**src/rtl/cc_alu_pkg.sv**
```systemverilog
package cc_alu_pkg;
  typedef enum logic [1:0] {
    OP_ADD = 2'd0,
    OP_SUB = 2'd1,
    OP_AND = 2'd2,
    OP_XOR = 2'd3
  } alu_op_e;

  typedef struct packed {
    logic ovf;
    logic zero;
    logic carry;
  } alu_flags_t;
endpackage

```
**src/rtl/cc_alu_addsub.sv**
```systemverilog
// Ripple adder shared by add and subtract; subtract computes b + ~a + 1.
module cc_alu_addsub #(
  parameter int WIDTH = 32
) (
  input  logic [WIDTH-1:0] a_i,
  input  logic [WIDTH-1:0] b_i,
  input  logic             sub_i,
  output logic [WIDTH-1:0] sum_o,
  output logic             cout_o,
  output logic             ovf_o
);
  localparam int MSB = WIDTH - 1;

  logic [WIDTH-1:0] opnd;
  logic [WIDTH:0]   carry;

  assign opnd     = sub_i ? ~a_i : a_i;
  assign carry[0] = sub_i;

  for (genvar i = 0; i < WIDTH; i++) begin : g_bit
    assign sum_o[i]   = b_i[i] ^ opnd[i] ^ carry[i];
    assign carry[i+1] = (b_i[i] & opnd[i]) | (carry[i] & (b_i[i] ^ opnd[i]));
  end

  assign cout_o = carry[WIDTH];
  // Same-sign addends with a sign flip in the sum.
  assign ovf_o  = (b_i[MSB] == opnd[MSB]) && (sum_o[MSB] != b_i[MSB]);
endmodule

```
**src/rtl/cc_alu_bitwise.sv**
```systemverilog
module cc_alu_bitwise #(
  parameter int WIDTH = 32
) (
  input  logic [WIDTH-1:0] a_i,
  input  logic [WIDTH-1:0] b_i,
  input  logic             sel_xor_i,
  output logic [WIDTH-1:0] res_o
);
  assign res_o = sel_xor_i ? (a_i ^ b_i) : (a_i & b_i);
endmodule

```
**src/rtl/cc_alu_flags.sv**
```systemverilog
module cc_alu_flags
  import cc_alu_pkg::*;
#(
  parameter int WIDTH = 32
) (
  input  alu_op_e          op_i,
  input  logic [WIDTH-1:0] res_i,
  input  logic             cout_i,
  input  logic             ovf_i,
  output alu_flags_t       flags_o
);
  always_comb begin
    flags_o.zero = ~|res_i;
    unique case (op_i)
      OP_ADD: begin flags_o.ovf = ovf_i; flags_o.carry = cout_i;  end
      OP_SUB: begin flags_o.ovf = ovf_i; flags_o.carry = ~cout_i; end
      default: begin flags_o.ovf = 1'b0; flags_o.carry = 1'b0;    end
    endcase
  end
endmodule

```
**src/rtl/cc_alu.sv**
```systemverilog
module cc_alu
  import cc_alu_pkg::*;
#(
  parameter int WIDTH = 32
) (
  input  logic [WIDTH-1:0] a_i,
  input  logic [WIDTH-1:0] b_i,
  input  logic [1:0]       op_i,
  output logic [WIDTH-1:0] result_o,
  output logic             of_o,
  output logic             zf_o,
  output logic             cf_o
);
  alu_op_e          op;
  logic [WIDTH-1:0] arith_res;
  logic [WIDTH-1:0] logic_res;
  logic             arith_cout;
  logic             arith_ovf;
  alu_flags_t       flags;

  assign op = alu_op_e'(op_i);

  cc_alu_addsub #(.WIDTH(WIDTH)) u_addsub (
    .a_i   (a_i),
    .b_i   (b_i),
    .sub_i (op == OP_SUB),
    .sum_o (arith_res),
    .cout_o(arith_cout),
    .ovf_o (arith_ovf)
  );

  cc_alu_bitwise #(.WIDTH(WIDTH)) u_bitwise (
    .a_i      (a_i),
    .b_i      (b_i),
    .sel_xor_i(op == OP_XOR),
    .res_o    (logic_res)
  );

  // op_i[1] splits arithmetic from bitwise group.
  assign result_o = op_i[1] ? logic_res : arith_res;

  cc_alu_flags #(.WIDTH(WIDTH)) u_flags (
    .op_i   (op),
    .res_i  (result_o),
    .cout_i (arith_cout),
    .ovf_i  (arith_ovf),
    .flags_o(flags)
  );

  assign of_o = flags.ovf;
  assign zf_o = flags.zero;
  assign cf_o = flags.carry;
endmodule

```
**config.mk**
```make
export PLATFORM = sky130hd
export DESIGN_NAME = cc_alu
export DESIGN_NICKNAME = d
export VERILOG_FILES = /design/src/rtl/cc_alu_pkg.sv /design/src/rtl/cc_alu_addsub.sv /design/src/rtl/cc_alu_bitwise.sv /design/src/rtl/cc_alu_flags.sv /design/src/rtl/cc_alu.sv
export SDC_FILE = /design/constraint.sdc
export NUM_CORES = 1
export LEC_CHECK = 0
export BUFFER_PORTS_ARGS = -buffer_cell sky130_fd_sc_hd__buf_4
export CORE_AREA = 2 2 68 70
export DETAILED_ROUTE_END_ITERATION = 10
export DIE_AREA = 0 0 70 72
export PLACE_DENSITY = 0.91
export SLEW_MARGIN = 0
export SYNTH_ARGS = -nofsm -noshare
export SYNTH_HDL_FRONTEND = slang
export SYNTH_SLANG_ARGS = --single-unit
```
**constraint.sdc**
```tcl
create_clock -name vclk -period 21.5
set_clock_uncertainty 0.05 [all_clocks]
set_input_delay 0 -clock vclk [all_inputs]
set_output_delay 0 -clock vclk [all_outputs]
set_load 0.01 [all_outputs]
```
==> flow_metrics.tcl, run 1 <==
set metrics [dict create \
    avgSynthCellArea_sq_um 10.2 \
    slew_viol_final 0 \
    power_frac_comb 1.000 \
    totalWireLength_microns 5450 \
    maxClockFrequency_mhz 65.3 \
    area_delta_synth_final_pct 32.5 \
    dp_hpwl_microns 4740 \
    final_nets 444 \
    final.min_clock_period_ps 15320 \
    syn-cell-area_sq_um 2270 \
    vias_per_cell 5.20 \
    ant_nets 0 \
    drt_pass1_iterations 4 \
    routedWlPerCell_microns 15.0 \
    cp_max_fo 34 \
    p_int_mw 0.0526 \
    grt_util_all_layers 0.218 \
    io_pins 101 \
    io_buffers 101 \
    antennaDiodeCount 0 \
    clockPowerShare 0 \
    max_slew_margin 0.611 \
    hold_violations 0 \
    postCtsHoldBufs 0 \
    max-cap-violations 0 \
    rsz0062_at_grt "false" \
    end_kind "output pin" \
    synth_seq_area_share 0 \
    placed_area_sq_um 3010 \
    arrival_ps 15270 \
    outcome "finished clean" \
    cp_slowest_cell "fa_1" \
    worst-setup-path-type "in2out" \
    grt_pass1_wl_microns 9190 \
    routed-via-count 1891 \
    required_ps 21450 \
    regArea_sq_um 0 \
    ir_drop_uv 18.7 \
    die-area_sq_um 5040 \
    start_kind "input pin" \
    grt_pass1_vias 2067 \
    setup_viol 0 \
    start_util 0.533 \
    die_height_microns 72 \
    rows 24 \
    syn-num-nets 352 \
    hold_depth 4 \
    min-delay-path-class "in2out" \
    n_clock_buffer 0 \
    p_sw_frac 0.496 \
    drc 0 \
    tightestPinTransition_ps 584 \
    antenna_found_initial 0 \
    netlist_instances 222 \
    gp_congestion 0.804 \
    finalSetupTns_ps 0 \
    final_area_sq_um 3010 \
    coreArea_sq_um 4260 \
    cp_common_cell "fa_1" \
    ys_types 16 \
    synth_warnings 0 \
    ctsResizeCount 0 \
    p_sw_mw 0.0518 \
    drive_gt1_frac 0.333 \
    leakagePower_nw 1.61 \
    grt_max_degree 37 \
    powerDensity_nw_per_um2 34.7 \
    critPathMaxStageDelay_ps 530 \
    drtIter0Drc 88 \
    period_share 0.713 \
    flops_and_latches 0 \
    cts_setup_buffers 0 \
    die_w_microns 70 \
    grt_overflow 0 \
    p_seq_frac 0 \
]
[cell usage after synthesis, drive strengths merged]
cell type	count	share of area
inv	33	0.054
nand4	2	0.0055
fa	31	0.27
xor2	4	0.015
nor2	3	0.0050
buf	12	0.044
xnor2	29	0.11
nor2b	2	0.0055
mux2i	62	0.27
mux2	1	0.0050
ha	33	0.18
nor3	1	0.0022
nor4	8	0.022
a21oi	1	0.0022
[through the flow]
step	setup WS (ps)	std cells	total power, mW	hold WS [ps]	util
after floorplan	7050	222	0.0597	117	-
after global placement	6540	364	0.101	353	0.707
after detailed placement	6180	364	0.105	361	0.707
after CTS	6150	364	0.106	362	0.707
after global routing	5620	364	0.116	402	0.707
final	6180	364	0.104	357	0.707
[area by class of cell]
type / instances / area, sq um
fillers: 363 / 1250
well taps: 52 / 65.1
inverters: 33 / 124
repair buffers: 102 / 766
multi-input cells: 177 / 2060
[layer usage]
layer / part of all wire / global-route usage
met4: 0.0046 / 0.0107
met1: 0.39 / 0.269
met3: 0.044 / 0.0111
met2: 0.56 / 0.440
met5: 0 / 0
[power groups by stage]
| stage | clock network (mW) | logic [mW] | registers, mW |
|---|---|---|---|
| floorplan | 0 | 0.0597 | 0 |
| global placement | 0 | 0.101 | 0 |
| detailed placement | 0 | 0.105 | 0 |
| CTS | 0 | 0.106 | 0 |
| global route | 0 | 0.116 | 0 |
| finish | 0 | 0.104 | 0 |
[placed cells by master (no fill, tap or decap)]
master,count
a21oi_1,1
buf_4,102
fa_1,31
ha_1,33
inv_1,33
mux2_2,1
mux2i_1,62
nand4_1,2
nor2_1,3
nor2b_1,1
nor2b_4,1
nor3_1,1
nor4_1,8
xnor2_1,29
xor2_1,4
[final timing paths]
path     from   end
max   op_i[0]  zf_o
min   b_i[31]  of_o
[critical path, delay by kind of cell]
| family | cells | cell delay [ps] |
|---|---|---|
| XOR/XNOR | 1 | 150 |
| adder cells (fa/ha/maj) | 30 | 12790 |
| buffers and inverters | 5 | 1170 |
| multiplexers | 1 | 110 |
| AND/OR/NAND/NOR | 4 | 1000 |
[cell families after synthesis]
family / synth area share
mux: 0.278
buf+inv: 0.0985
fa+ha+maj: 0.454
compound gates: 0.00220
simple gates: 0.0402
xor+xnor: 0.127
No activity file was read; power rests on OpenSTA's default activity.
==> run 2, diff against run 1 <==
ABC_AREA = 1   (was unset)
CORE_AREA = 2 2 74 76   (was 2 2 68 70)
DIE_AREA = 0 0 76 78   (was 0 0 70 72)
PLACE_DENSITY = 0.85   (was 0.91)
clock period = 14.2 ns   (was 21.5 ns; I/O delays follow)
==> flow_metrics.tcl, run 2 <==
set metrics [dict create \
    fin_ws_ps 569 \
    setup_viol 0 \
    fin_cells 484 \
    clockPowerShare 0 \
    routed-via-count 2524 \
    hold_violations 0 \
    rows 26 \
    start_util 0.506 \
    drtIter0Drc 121 \
    grt_overflow 0 \
    powerDensity_nw_per_um2 51.5 \
    ys_types 19 \
    power_mw 0.170 \
    dp_hpwl_microns 5620 \
    p_sw_mw 0.0877 \
    p_sw_frac 0.516 \
    period_share 0.960 \
    leakagePower_nw 1.75 \
    die-area_sq_um 5930 \
    final.min_clock_period_ps 13630 \
    coreArea_sq_um 5040 \
    final_area_sq_um 3300 \
    grt_max_degree 85 \
    routedWlPerCell_microns 14.3 \
    grt_util_all_layers 0.239 \
    synth_top_area_share 0.243 \
    start_kind "input pin" \
    drive_gt1_frac 0.396 \
    synth_area_leader_cell "fa_1" \
    finalSetupTns_ps 0 \
    cp_max_fo 4 \
    die_w_microns 76 \
    antennaDiodeCount 0 \
    die_height_microns 78 \
    io_pins 101 \
    p_int_mw 0.0823 \
    totalWireLength_microns 6930 \
    n_clock_buffer 0 \
    dp.cells 484 \
    grt_pass1_wl_microns 11900 \
    syn-cell-area_sq_um 2550 \
    cts_setup_buffers 0 \
    drt_pass1_iterations 4 \
    grt_pass1_vias 2743 \
    min-delay-start "b_i[31]" \
    hold_depth 3 \
    ant_nets 0 \
    antenna_found_initial 0 \
    synthTopCellsByCount "nand3_1 (76), inv_1 (44), ha_1 (33)" \
    synth_most_common_cell "nand3_1" \
    tightestPinTransition_ps 746 \
    critPathMaxStageDelay_ps 490 \
    pre_cts_slack_ps -333 \
    power_frac_comb 1.000 \
    syn-num-nets 457 \
    cp_common_cell "fa_2" \
    outcome "finished clean" \
    end_kind "output pin" \
    max-cap-violations 0 \
    nFillCells 442 \
    synth.top_cells.by_area "fa_1 (24%), ha_1 (16%), nand3_1 (15%), xor2_1 (11%), nand3_2 (7.1%)" \
    regArea_sq_um 0 \
    p_seq_frac 0 \
    rsz0062_at_grt "false" \
    min-delay-path-class "in2out" \
    worst-setup-path-type "in2out" \
    ir_drop_uv 26.5 \
    placed_area_sq_um 3270 \
    synth_seq_area_share 0 \
    synth_warnings 0 \
    netlist_instances 327 \
    final_nets 546 \
    flops_and_latches 0 \
    max_slew_margin 0.503 \
    arrival_ps 13580 \
    gp_congestion 0.848 \
    maxClockFrequency_mhz 73.4 \
    slew_viol_final 0 \
    final_common_cell "buf_4" \
    area_delta_synth_final_pct 29.5 \
    cp_slowest_cell "fa_1" \
    hold_end "of_o" \
    avgSynthCellArea_sq_um 7.80 \
    io_buffers 101 \
    required_ps 14150 \
    drc 0 \
    vias_per_cell 5.21 \
    holdWs_ps 272 \
    final_util 0.655 \
    final_cell_mix "buf_4 (107), nand3_1 (76), inv_1 (44)" \
]
-- run 2: cells by family (layout without fill, tap and decap cells) --
| group | after synthesis | count (layout) | share of synthesized area |
|---|---|---|---|
| AND/OR/NAND/NOR | 162 | 162 | 0.339 |
| buffers and inverters | 66 | 153 | 0.139 |
| adder cells (fa/ha/maj) | 64 | 64 | 0.405 |
| XOR/XNOR | 32 | 32 | 0.110 |
| AO/OA/AOI/OAI | 3 | 3 | 0.00686 |
-- run 2: cell type report --
| class | instances | area, sq um | area share |
|---|---|---|---|
| tap | 70 | 87.6 | 0.0265 |
| inverter | 46 | 173 | 0.0523 |
| multi-input combinational | 261 | 2240 | 0.678 |
| timing repair buffer | 107 | 803 | 0.243 |
-- run 2: repair_timing --
| action | in CTS | in global routing |
|---|---|---|
| gates cloned | 0 | 0 |
| endpoints found under the setup margin | 2 | 3 |
| pin swaps | 1 | 0 |
| hold buffers | 0 | 0 |
| gates resized for setup | 7 | 8 |
-- run 2: per-layer routing --
layer | share of wire | global-route usage | wire (microns)
met5 | 0 | 0 | 0
met1 | 0.40 | 0.280 | 2800
met3 | 0.058 | 0.0279 | 402
met4 | 0.021 | 0.0582 | 147
met2 | 0.52 | 0.462 | 3580
-- run 2: power groups by stage --
stage | sequential [mW] | combinational [mW] | clock, mW
floorplan | 0 | 0.102 | 0
global placement | 0 | 0.161 | 0
detailed placement | 0 | 0.168 | 0
CTS | 0 | 0.170 | 0
global route | 0 | 0.192 | 0
finish | 0 | 0.170 | 0
-- run 2: critical path: cells and delay by family --
kind                     cells  cell delay [ps]
AO/OA/AOI/OAI                1               60
AND/OR/NAND/NOR              9              730
adder cells (fa/ha/maj)     31            12300
buffers and inverters        6              480
-- run 2: how the worst max path moves through the flow --
| stage | from | endpoint | slack [ps] |
|---|---|---|---|
| detailed placement | op_i[1] | zf_o | -330 |
| finish | op_i[1] | zf_o | 570 |
| CTS | op_i[1] | zf_o | 40 |
| global route | op_i[1] | zf_o | 9 |
| floorplan | op_i[0] | zf_o | 40 |
| global placement | op_i[1] | zf_o | 20 |
